===== config.mk =====
export PLATFORM = sky130hd
export DESIGN_NAME = coinc_trigger_top
export DESIGN_NICKNAME = d
export VERILOG_FILES = /design/src/rtl/coinc_pkg.sv /design/src/rtl/peak_locate.sv /design/src/rtl/subsample_delta.sv /design/src/rtl/hit_extract.sv /design/src/rtl/pair_matcher.sv /design/src/rtl/coinc_trigger_top.sv
export SDC_FILE = /design/constraint.sdc
export NUM_CORES = 2
export LEC_CHECK = 0
export BUFFER_PORTS_ARGS = -buffer_cell sky130_fd_sc_hd__buf_2
export CORE_ASPECT_RATIO = 0.75
export CORE_MARGIN = 4
export CORE_UTILIZATION = 60
export DETAILED_ROUTE_END_ITERATION = 10
export PLACE_DENSITY = 0.89
export SLEW_MARGIN = 20
export SYNTH_ARGS = -nofsm -noshare
export SYNTH_HDL_FRONTEND = slang
export SYNTH_SLANG_ARGS = --single-unit

===== constraint.sdc =====
create_clock -name clk -period 35.9 [get_ports clk]
set_clock_uncertainty 0.15 [all_clocks]
set_input_delay 0 -clock clk [delete_from_list [all_inputs] [get_ports clk]]
set_output_delay 0 -clock clk [all_outputs]
set_load 0.05 [all_outputs]

===== src/rtl/coinc_pkg.sv =====
`timescale 1ns/1ps
// Shared constants for the coincidence trigger unit.
// Assumes: delta is carried in sixteenths of a sample as a 4-bit signed value.
package coinc_pkg;
    localparam int DLT_W   = 4;                 // delta width, two's complement
    localparam int FRAC_SH = 4;                 // fine time = tag << FRAC_SH + delta
    localparam int STEPS   = 1 << (DLT_W - 1);  // magnitude comparisons per delta
endpackage


===== src/rtl/peak_locate.sv =====
`timescale 1ns/1ps
// Finds the largest sample of a frame and returns its index and its two
// neighbours. Assumes unsigned samples; the lowest index wins a tie.
module peak_locate #(
    parameter  int NS  = 10,
    parameter  int SW  = 12,
    localparam int IXW = $clog2(NS)
) (
    input  logic [NS*SW-1:0] smp,
    output logic [IXW-1:0]   idx,
    output logic [SW-1:0]    top,
    output logic [SW-1:0]    left,
    output logic [SW-1:0]    right,
    output logic             has_l,
    output logic             has_r
);
    // Scan for the first strict maximum, then pick its neighbours.
    always_comb begin
        idx = '0;
        top = smp[0 +: SW];
        for (int i = 1; i < NS; i++) begin
            if (smp[i*SW +: SW] > top) begin
                top = smp[i*SW +: SW];
                idx = IXW'(i);
            end
        end
        left  = '0;
        right = '0;
        for (int i = 0; i < NS; i++) begin
            if (i + 1 == int'(idx)) left  = smp[i*SW +: SW];
            if (i == int'(idx) + 1) right = smp[i*SW +: SW];
        end
        has_l = (idx != '0);
        has_r = (idx != IXW'(NS - 1));
    end
endmodule


===== src/rtl/subsample_delta.sv =====
`timescale 1ns/1ps
// Quantized parabolic estimate of the true peak position relative to the
// peak sample, without a divider: a bank of constant-multiple comparisons
// counts how many half-step boundaries the ratio crosses.
// Assumes top >= left and top >= right (top is the frame maximum).
module subsample_delta #(
    parameter int SW = 12
) (
    input  logic [SW-1:0]                   left,
    input  logic [SW-1:0]                   top,
    input  logic [SW-1:0]                   right,
    input  logic                            has_l,
    input  logic                            has_r,
    output logic signed [coinc_pkg::DLT_W-1:0] dlt
);
    import coinc_pkg::*;
    localparam int MW = SW + FRAC_SH + 2;

    logic [MW-1:0]     den, num, num_sc;
    logic              neg;
    logic [STEPS-1:0]  ge;
    logic [DLT_W:0]    cnt;

    // Curvature and asymmetry of the three samples around the peak.
    always_comb begin
        den    = (MW'(top) << 1) - MW'(left) - MW'(right);
        neg    = left > right;
        num    = neg ? (MW'(left) - MW'(right)) : (MW'(right) - MW'(left));
        num_sc = num << FRAC_SH;
    end

    // One comparator per odd half-step boundary.
    for (genvar k = 0; k < STEPS; k++) begin : g_step
        localparam logic [MW-1:0] ODD = MW'(2 * k + 1);
        assign ge[k] = num_sc >= ODD * den;
    end

    assign cnt = (DLT_W + 1)'($countones(ge));

    // Sign, clamp and edge handling.
    always_comb begin
        if (!has_l || !has_r || den == '0)
            dlt = '0;
        else if (neg)
            dlt = -DLT_W'(cnt);
        else if (cnt > (DLT_W + 1)'(STEPS - 1))
            dlt = DLT_W'(STEPS - 1);
        else
            dlt = DLT_W'(cnt);
    end
endmodule


===== src/rtl/hit_extract.sv =====
`timescale 1ns/1ps
// Per-plane front stage: peak search, delta, baseline-corrected energy and
// threshold cut, registered once. Assumes one frame per cycle at most.
module hit_extract #(
    parameter  int NS  = 10,
    parameter  int SW  = 12,
    parameter  int IDW = 8,
    parameter  int TW  = 16,
    localparam int EW  = SW + $clog2(NS)
) (
    input  logic                              clk,
    input  logic                              rst_n,
    input  logic                              in_vld,
    input  logic [IDW-1:0]                    in_id,
    input  logic [TW-1:0]                     in_time,
    input  logic [NS*SW-1:0]                  in_smp,
    input  logic [SW-1:0]                     baseline,
    input  logic [EW-1:0]                     e_thresh,
    output logic                              out_vld,
    output logic [IDW-1:0]                    out_id,
    output logic [TW-1:0]                     out_tag,
    output logic signed [coinc_pkg::DLT_W-1:0] out_dlt
);
    localparam int IXW = $clog2(NS);

    logic [IXW-1:0] pk_idx;
    logic [SW-1:0]  pk_top, pk_l, pk_r;
    logic           pk_hl, pk_hr;
    logic signed [coinc_pkg::DLT_W-1:0] dlt;
    logic [EW-1:0]  sum, base_tot, energy;
    logic           keep;

    peak_locate #(.NS(NS), .SW(SW)) u_peak (
        .smp(in_smp), .idx(pk_idx), .top(pk_top),
        .left(pk_l), .right(pk_r), .has_l(pk_hl), .has_r(pk_hr)
    );

    subsample_delta #(.SW(SW)) u_delta (
        .left(pk_l), .top(pk_top), .right(pk_r),
        .has_l(pk_hl), .has_r(pk_hr), .dlt(dlt)
    );

    // Sum of samples less the total baseline, floored at zero.
    always_comb begin
        sum = '0;
        for (int i = 0; i < NS; i++) sum += EW'(in_smp[i*SW +: SW]);
        base_tot = EW'(baseline) * EW'(NS);
        energy   = (sum > base_tot) ? (sum - base_tot) : '0;
        keep     = energy >= e_thresh;
    end

    // Register the qualified hit.
    always_ff @(posedge clk) begin
        if (!rst_n) begin
            out_vld <= 1'b0;
            out_id  <= '0;
            out_tag <= '0;
            out_dlt <= '0;
        end else begin
            out_vld <= in_vld && keep;
            if (in_vld) begin
                out_id  <= in_id;
                out_tag <= in_time + TW'(pk_idx);
                out_dlt <= dlt;
            end
        end
    end
endmodule


===== src/rtl/pair_matcher.sv =====
`timescale 1ns/1ps
// Holds one pending hit per plane, compares fine times against the window,
// issues a trigger through a valid/ready register and discards the older hit
// of a non-matching pair. Assumes per-plane hits arrive in time order and
// that tag differences stay below half the fine-time range.
module pair_matcher #(
    parameter int IDW = 8,
    parameter int TW  = 16,
    parameter int WW  = 8
) (
    input  logic                   clk,
    input  logic                   rst_n,
    input  logic [1:0]             in_vld,
    input  logic [IDW-1:0]         in_id  [2],
    input  logic [TW-1:0]          in_tag [2],
    input  logic [coinc_pkg::DLT_W-1:0] in_dlt [2],
    input  logic [WW-1:0]          window,
    output logic                   trig_valid,
    input  logic                   trig_ready,
    output logic [IDW-1:0]         trig_id  [2],
    output logic [TW-1:0]          trig_tag [2],
    output logic [coinc_pkg::DLT_W-1:0] trig_dlt [2]
);
    import coinc_pkg::*;
    localparam int FW = TW + FRAC_SH;

    logic                 slot_vld [2];
    logic [IDW-1:0]       slot_id  [2];
    logic [TW-1:0]        slot_tag [2];
    logic [DLT_W-1:0]     slot_dlt [2];
    logic [FW-1:0]        fine [2];
    logic [FW-1:0]        diff, mag, win_fine;
    logic                 both, hit, dneg, can_push, push;
    logic [1:0]           drop;

    // Fine-time distance and the pair decision.
    always_comb begin
        for (int p = 0; p < 2; p++)
            fine[p] = (FW'(slot_tag[p]) << FRAC_SH) + FW'($signed(slot_dlt[p]));
        diff     = fine[0] - fine[1];
        dneg     = diff[FW-1];
        mag      = dneg ? -diff : diff;
        win_fine = FW'(window) << FRAC_SH;
        both     = slot_vld[0] && slot_vld[1];
        hit      = mag <= win_fine;
        can_push = !trig_valid || trig_ready;
        push     = both && hit && can_push;
        drop[0]  = both && !hit && dneg;
        drop[1]  = both && !hit && !dneg;
    end

    // Slot update: a new hit wins over a clear.
    always_ff @(posedge clk) begin
        for (int p = 0; p < 2; p++) begin
            if (!rst_n) begin
                slot_vld[p] <= 1'b0;
                slot_id[p]  <= '0;
                slot_tag[p] <= '0;
                slot_dlt[p] <= '0;
            end else if (in_vld[p]) begin
                slot_vld[p] <= 1'b1;
                slot_id[p]  <= in_id[p];
                slot_tag[p] <= in_tag[p];
                slot_dlt[p] <= in_dlt[p];
            end else if (push || drop[p]) begin
                slot_vld[p] <= 1'b0;
            end
        end
    end

    // Trigger register with ready/valid hold.
    always_ff @(posedge clk) begin
        if (!rst_n) begin
            trig_valid <= 1'b0;
            for (int p = 0; p < 2; p++) begin
                trig_id[p]  <= '0;
                trig_tag[p] <= '0;
                trig_dlt[p] <= '0;
            end
        end else if (push) begin
            trig_valid <= 1'b1;
            for (int p = 0; p < 2; p++) begin
                trig_id[p]  <= slot_id[p];
                trig_tag[p] <= slot_tag[p];
                trig_dlt[p] <= slot_dlt[p];
            end
        end else if (trig_ready) begin
            trig_valid <= 1'b0;
        end
    end
endmodule


===== src/rtl/coinc_trigger_top.sv =====
`timescale 1ns/1ps
// Two-plane coincidence trigger: one extraction stage per plane feeding a
// shared pair matcher. Frame to trigger is three clock edges.
// Assumes configuration inputs are held steady while hits are in flight.
module coinc_trigger_top #(
    parameter  int NS  = 10,
    parameter  int SW  = 12,
    parameter  int IDW = 8,
    parameter  int TW  = 16,
    parameter  int WW  = 8,
    localparam int EW  = SW + $clog2(NS),
    localparam int DW  = coinc_pkg::DLT_W
) (
    input  logic              clk,
    input  logic              rst_n,
    input  logic              a_frm_vld,
    input  logic [IDW-1:0]    a_frm_id,
    input  logic [TW-1:0]     a_frm_time,
    input  logic [NS*SW-1:0]  a_frm_smp,
    input  logic              b_frm_vld,
    input  logic [IDW-1:0]    b_frm_id,
    input  logic [TW-1:0]     b_frm_time,
    input  logic [NS*SW-1:0]  b_frm_smp,
    input  logic [SW-1:0]     cfg_baseline,
    input  logic [EW-1:0]     cfg_e_thresh,
    input  logic [WW-1:0]     cfg_window,
    output logic              trig_valid,
    input  logic              trig_ready,
    output logic [IDW-1:0]    trig_id_a,
    output logic [IDW-1:0]    trig_id_b,
    output logic [TW-1:0]     trig_tag_a,
    output logic [TW-1:0]     trig_tag_b,
    output logic [DW-1:0]     trig_dlt_a,
    output logic [DW-1:0]     trig_dlt_b
);
    logic [1:0]         fr_vld;
    logic [IDW-1:0]     fr_id   [2];
    logic [TW-1:0]      fr_time [2];
    logic [NS*SW-1:0]   fr_smp  [2];
    logic [1:0]         ext_vld;
    logic [IDW-1:0]     ext_id  [2];
    logic [TW-1:0]      ext_tag [2];
    logic [DW-1:0]      ext_dlt [2];
    logic [IDW-1:0]     t_id    [2];
    logic [TW-1:0]      t_tag   [2];
    logic [DW-1:0]      t_dlt   [2];

    // Gather both planes into indexed form.
    assign fr_vld     = {b_frm_vld, a_frm_vld};
    assign fr_id[0]   = a_frm_id;
    assign fr_id[1]   = b_frm_id;
    assign fr_time[0] = a_frm_time;
    assign fr_time[1] = b_frm_time;
    assign fr_smp[0]  = a_frm_smp;
    assign fr_smp[1]  = b_frm_smp;

    for (genvar p = 0; p < 2; p++) begin : g_plane
        logic signed [DW-1:0] dlt_s;
        hit_extract #(.NS(NS), .SW(SW), .IDW(IDW), .TW(TW)) u_ext (
            .clk(clk), .rst_n(rst_n),
            .in_vld(fr_vld[p]), .in_id(fr_id[p]), .in_time(fr_time[p]),
            .in_smp(fr_smp[p]), .baseline(cfg_baseline), .e_thresh(cfg_e_thresh),
            .out_vld(ext_vld[p]), .out_id(ext_id[p]), .out_tag(ext_tag[p]),
            .out_dlt(dlt_s)
        );
        assign ext_dlt[p] = dlt_s;
    end

    pair_matcher #(.IDW(IDW), .TW(TW), .WW(WW)) u_match (
        .clk(clk), .rst_n(rst_n),
        .in_vld(ext_vld), .in_id(ext_id), .in_tag(ext_tag), .in_dlt(ext_dlt),
        .window(cfg_window),
        .trig_valid(trig_valid), .trig_ready(trig_ready),
        .trig_id(t_id), .trig_tag(t_tag), .trig_dlt(t_dlt)
    );

    assign trig_id_a  = t_id[0];
    assign trig_id_b  = t_id[1];
    assign trig_tag_a = t_tag[0];
    assign trig_tag_b = t_tag[1];
    assign trig_dlt_a = t_dlt[0];
    assign trig_dlt_b = t_dlt[1];
endmodule


==> results.yml <==
floorplanning:
  die_w_um: 339
  dieArea_um2: 86800
  num_rows: 90
  core_area_um2: 80900
  ios: 386
  die_y_um: 256
  initial_core_util: 0.609
timing:
  finalSetupTns_ns: 0
  rsz0062_at_grt: "false"
  finalHoldWorstSlack_ns: 0.0302
  period_share: 0.945
  fmax_mhz: 29.5
  setup_viol: 0
  layout_min_cycle_time_ns: 33.92
  worstMarginPinSlew_ns: 1.30
  timing.slew.headroom: 0.130
  final_hold_viol_count: 0
  drv_slew: 0
drt:
  drc: 0
  via_per_inst: 6.38
  ant_nets: 0
  vias: 47116
  wl_per_cell_um: 25.3
  first_pass_iters: 9
  wirelength_mm: 187
  drt_iter0_drc: 5928
placement:
  io_buffers: 385
  place.gp.congestion: 1.11
  dp.final_hpwl_mm: 157
logic_synthesis:
  syn_avg_cell_area_um2: 8.38
  synth_top_family_by_area: "adder cells"
  yosys.area_share.simple: 0.124
  synthesis.area_um2: 49300
  synth_top_area_share: 0.244
  synth.most_common_cell: "ha_1"
  synth_flop_cell: "dfxtp_1"
  seq_area_frac_synth: 0.0819
  synth_common_cells: "961 x ha_1, 787 x inv_1, 452 x a21oi_1"
  synth_nets: 7514
  synthMuxAreaShare: 0.0509
  yosys-top-cells-area: "ha_1 24%, fa_1 14%, inv_1 6.0%"
  syn_inst: 5879
  synthArstFlopShare: 0
  synth_largest_area_cell: "ha_1"
  synth_cell_types: 106
  synth_xor_area_frac: 0.0688
  synth_compound_area_frac: 0.216
  synth-edff-count: 57
  synth_warnings: 0
  ys_ff_latch: 173
  synthAdderAreaFrac: 0.385
grt:
  grt_pass1_vias: 45677
  grt_overflow: 0
  grt_pass1_wl_mm: 281
  track_usage: 0.415
  antenna_found_initial: 35
  grt_max_degree: 89
clock_tree:
  numCtsBuffers: 17
  post_cts_buffers: 0
  clk_latency_ns: 0.46
  cts_sinks: 173
  cts_tree: "yes"
  clk_path_buf_depth: 2
  clk_pin_slew_ns: 0.09
  cts_root_buffer: "clkbuf_16"
  cts_max_level: 4
critical_path:
  cp_data_required_time_ns: 36.12
  critPathSlowestCell: "a21oi_2"
  startpoint: "a_frm_smp[7]"
  reg2reg_depth: 27
  worstReg2RegEnd: "u_match.trig_tag[21]$_SDFFE_PN0P_"
  arrival_ns: 34.14
  r2r-start: "u_match.slot_dlt[1][3]$_SDFFCE_PN0P_"
  endpoint: "g_plane[0].u_ext.out_dlt[2]$_SDFFE_PN0P_"
  crit_path_frequent_cell: "ha_1"
  cp_max_fo: 37
  crit_type: "in2reg"
  endpoint_kind: "flop"
  cpPeakStageDelay_ns: 0.87
  cp-start-kind: "primary input"
  rrSetupSlack_ns: 28.38
cells_and_area:
  areaGrowthSynthToFinish_pct: 9.71
  nNetsFinal: 7924
  layout-drive-gt1-share: 0.107
min_path:
  hold_class: "in2reg"
outcome:
  status: "completed"
job:
  drv_cap: 0
final cells by class:
cell class                      count  area (um2)
Antenna cell                       25        62.6
Clock buffer                       17         425
Clock inverter                     15         205
Fill cell                        6528       26800
Inverter                          792        2980
Multi-Input combinational cell   4759       41700
Sequential cell                   173        4030
Tap cell                         1058        1320
Timing Repair Buffer              546        3290
logic make-up (layout without fill, tap and decap cells):
family	count (synthesis)	in the layout
compound gates	1610	1610
fa+ha+maj	1310	1310
simple gates	1218	1218
buf+inv	947	1370
xor+xnor	381	381
mux	240	240
flops	173	173
other cells	0	25
timing repair:
action | in CTS | in global routing
setup endpoints to repair | 0 | 5
endpoints found under the hold margin | 47 | 0
hold buffers | 63 | 0
resized for setup | 0 | 3
cells in the final DEF (no fill, tap or decap), types with 73 or more instances in the layout:
cell type	count
ha_1	961
inv_1	787
a21oi_1	451
buf_2	386
fa_1	345
nor2_1	344
o21ai_0	277
xnor2_1	263
nand2_1	254
a21o_1	229
nor2b_1	163
mux2i_1	158
o21a_1	138
dfxtp_1	116
xor2_1	114
buf_4	95
o21bai_1	93
nand2b_1	87
and3_1	85
mux2_2	81
nand3_1	73
per-stage QoR:
stage | utilization | instances | cell area, um2 | setup slack [ns]
2_1_floorplan | - | 5879 | 49300 | 6.04
3_3_place_gp | 0.651 | 7260 | 52700 | 2.63
3_5_place_dp | 0.651 | 7262 | 52700 | 1.85
4_1_cts | 0.667 | 7357 | 53900 | 2.27
5_1_grt | 0.668 | 7368 | 54000 | 0.0375
6_report | 0.668 | 7385 | 54000 | 1.98
registers in the layout, summed over array words and instances, names as in the netlist:
signal	count
g_plane.u_ext.out_id	16
u_match.slot_id	16
g_plane.u_ext.out_tag	32
u_match.trig_tag	32
u_match.trig_id	16
u_match.trig_dlt	8
u_match.slot_tag	32
g_plane.u_ext.out_dlt	8
u_match.trig_valid	1
g_plane.u_ext.out_vld	2
u_match.slot_vld	2
u_match.slot_dlt	8
critical path: cells and delay by family:
kind / cells / cell delay (ns)
AO/OA/AOI/OAI: 67 / 16.44
adder cells (fa/ha/maj): 21 / 7.14
buffers and inverters: 15 / 2.73
AND/OR/NAND/NOR: 21 / 4.70
XOR/XNOR: 3 / 0.98
multiplexers: 6 / 2.04
how the worst min path moves through the flow:
stage                     cells after the start  slack (ns)                                      end             start
final                                         5        0.03      g_plane[1].u_ext.out_vld$_SDFF_PN0_  cfg_e_thresh[15]
after global routing                          5        0.05      g_plane[1].u_ext.out_vld$_SDFF_PN0_  cfg_e_thresh[15]
after global placement                        3        0.11  g_plane[0].u_ext.out_id[3]$_SDFFE_PN0P_       a_frm_id[3]
after detailed placement                      3        0.12  g_plane[0].u_ext.out_id[3]$_SDFFE_PN0P_       a_frm_id[3]
after floorplan                               2      -0.004      g_plane[1].u_ext.out_vld$_SDFF_PN0_         b_frm_vld
after CTS                                     5       0.001      g_plane[1].u_ext.out_vld$_SDFF_PN0_  cfg_e_thresh[15]
per-layer routing:
| layer | up-vias | track usage | wire (um) |
|---|---|---|---|
| met5 | - | 0 | 99 |
| li1 | 21474 | - | - |
| met2 | 2650 | 0.589 | 74500 |
| met1 | 22565 | 0.591 | 79500 |
| met4 | 16 | 0.112 | 6120 |
| met3 | 411 | 0.153 | 26400 |
Power is left out: the tool's default activity adds up to more than one toggle a clock period on the data nets, which glitch-free logic cannot reach.
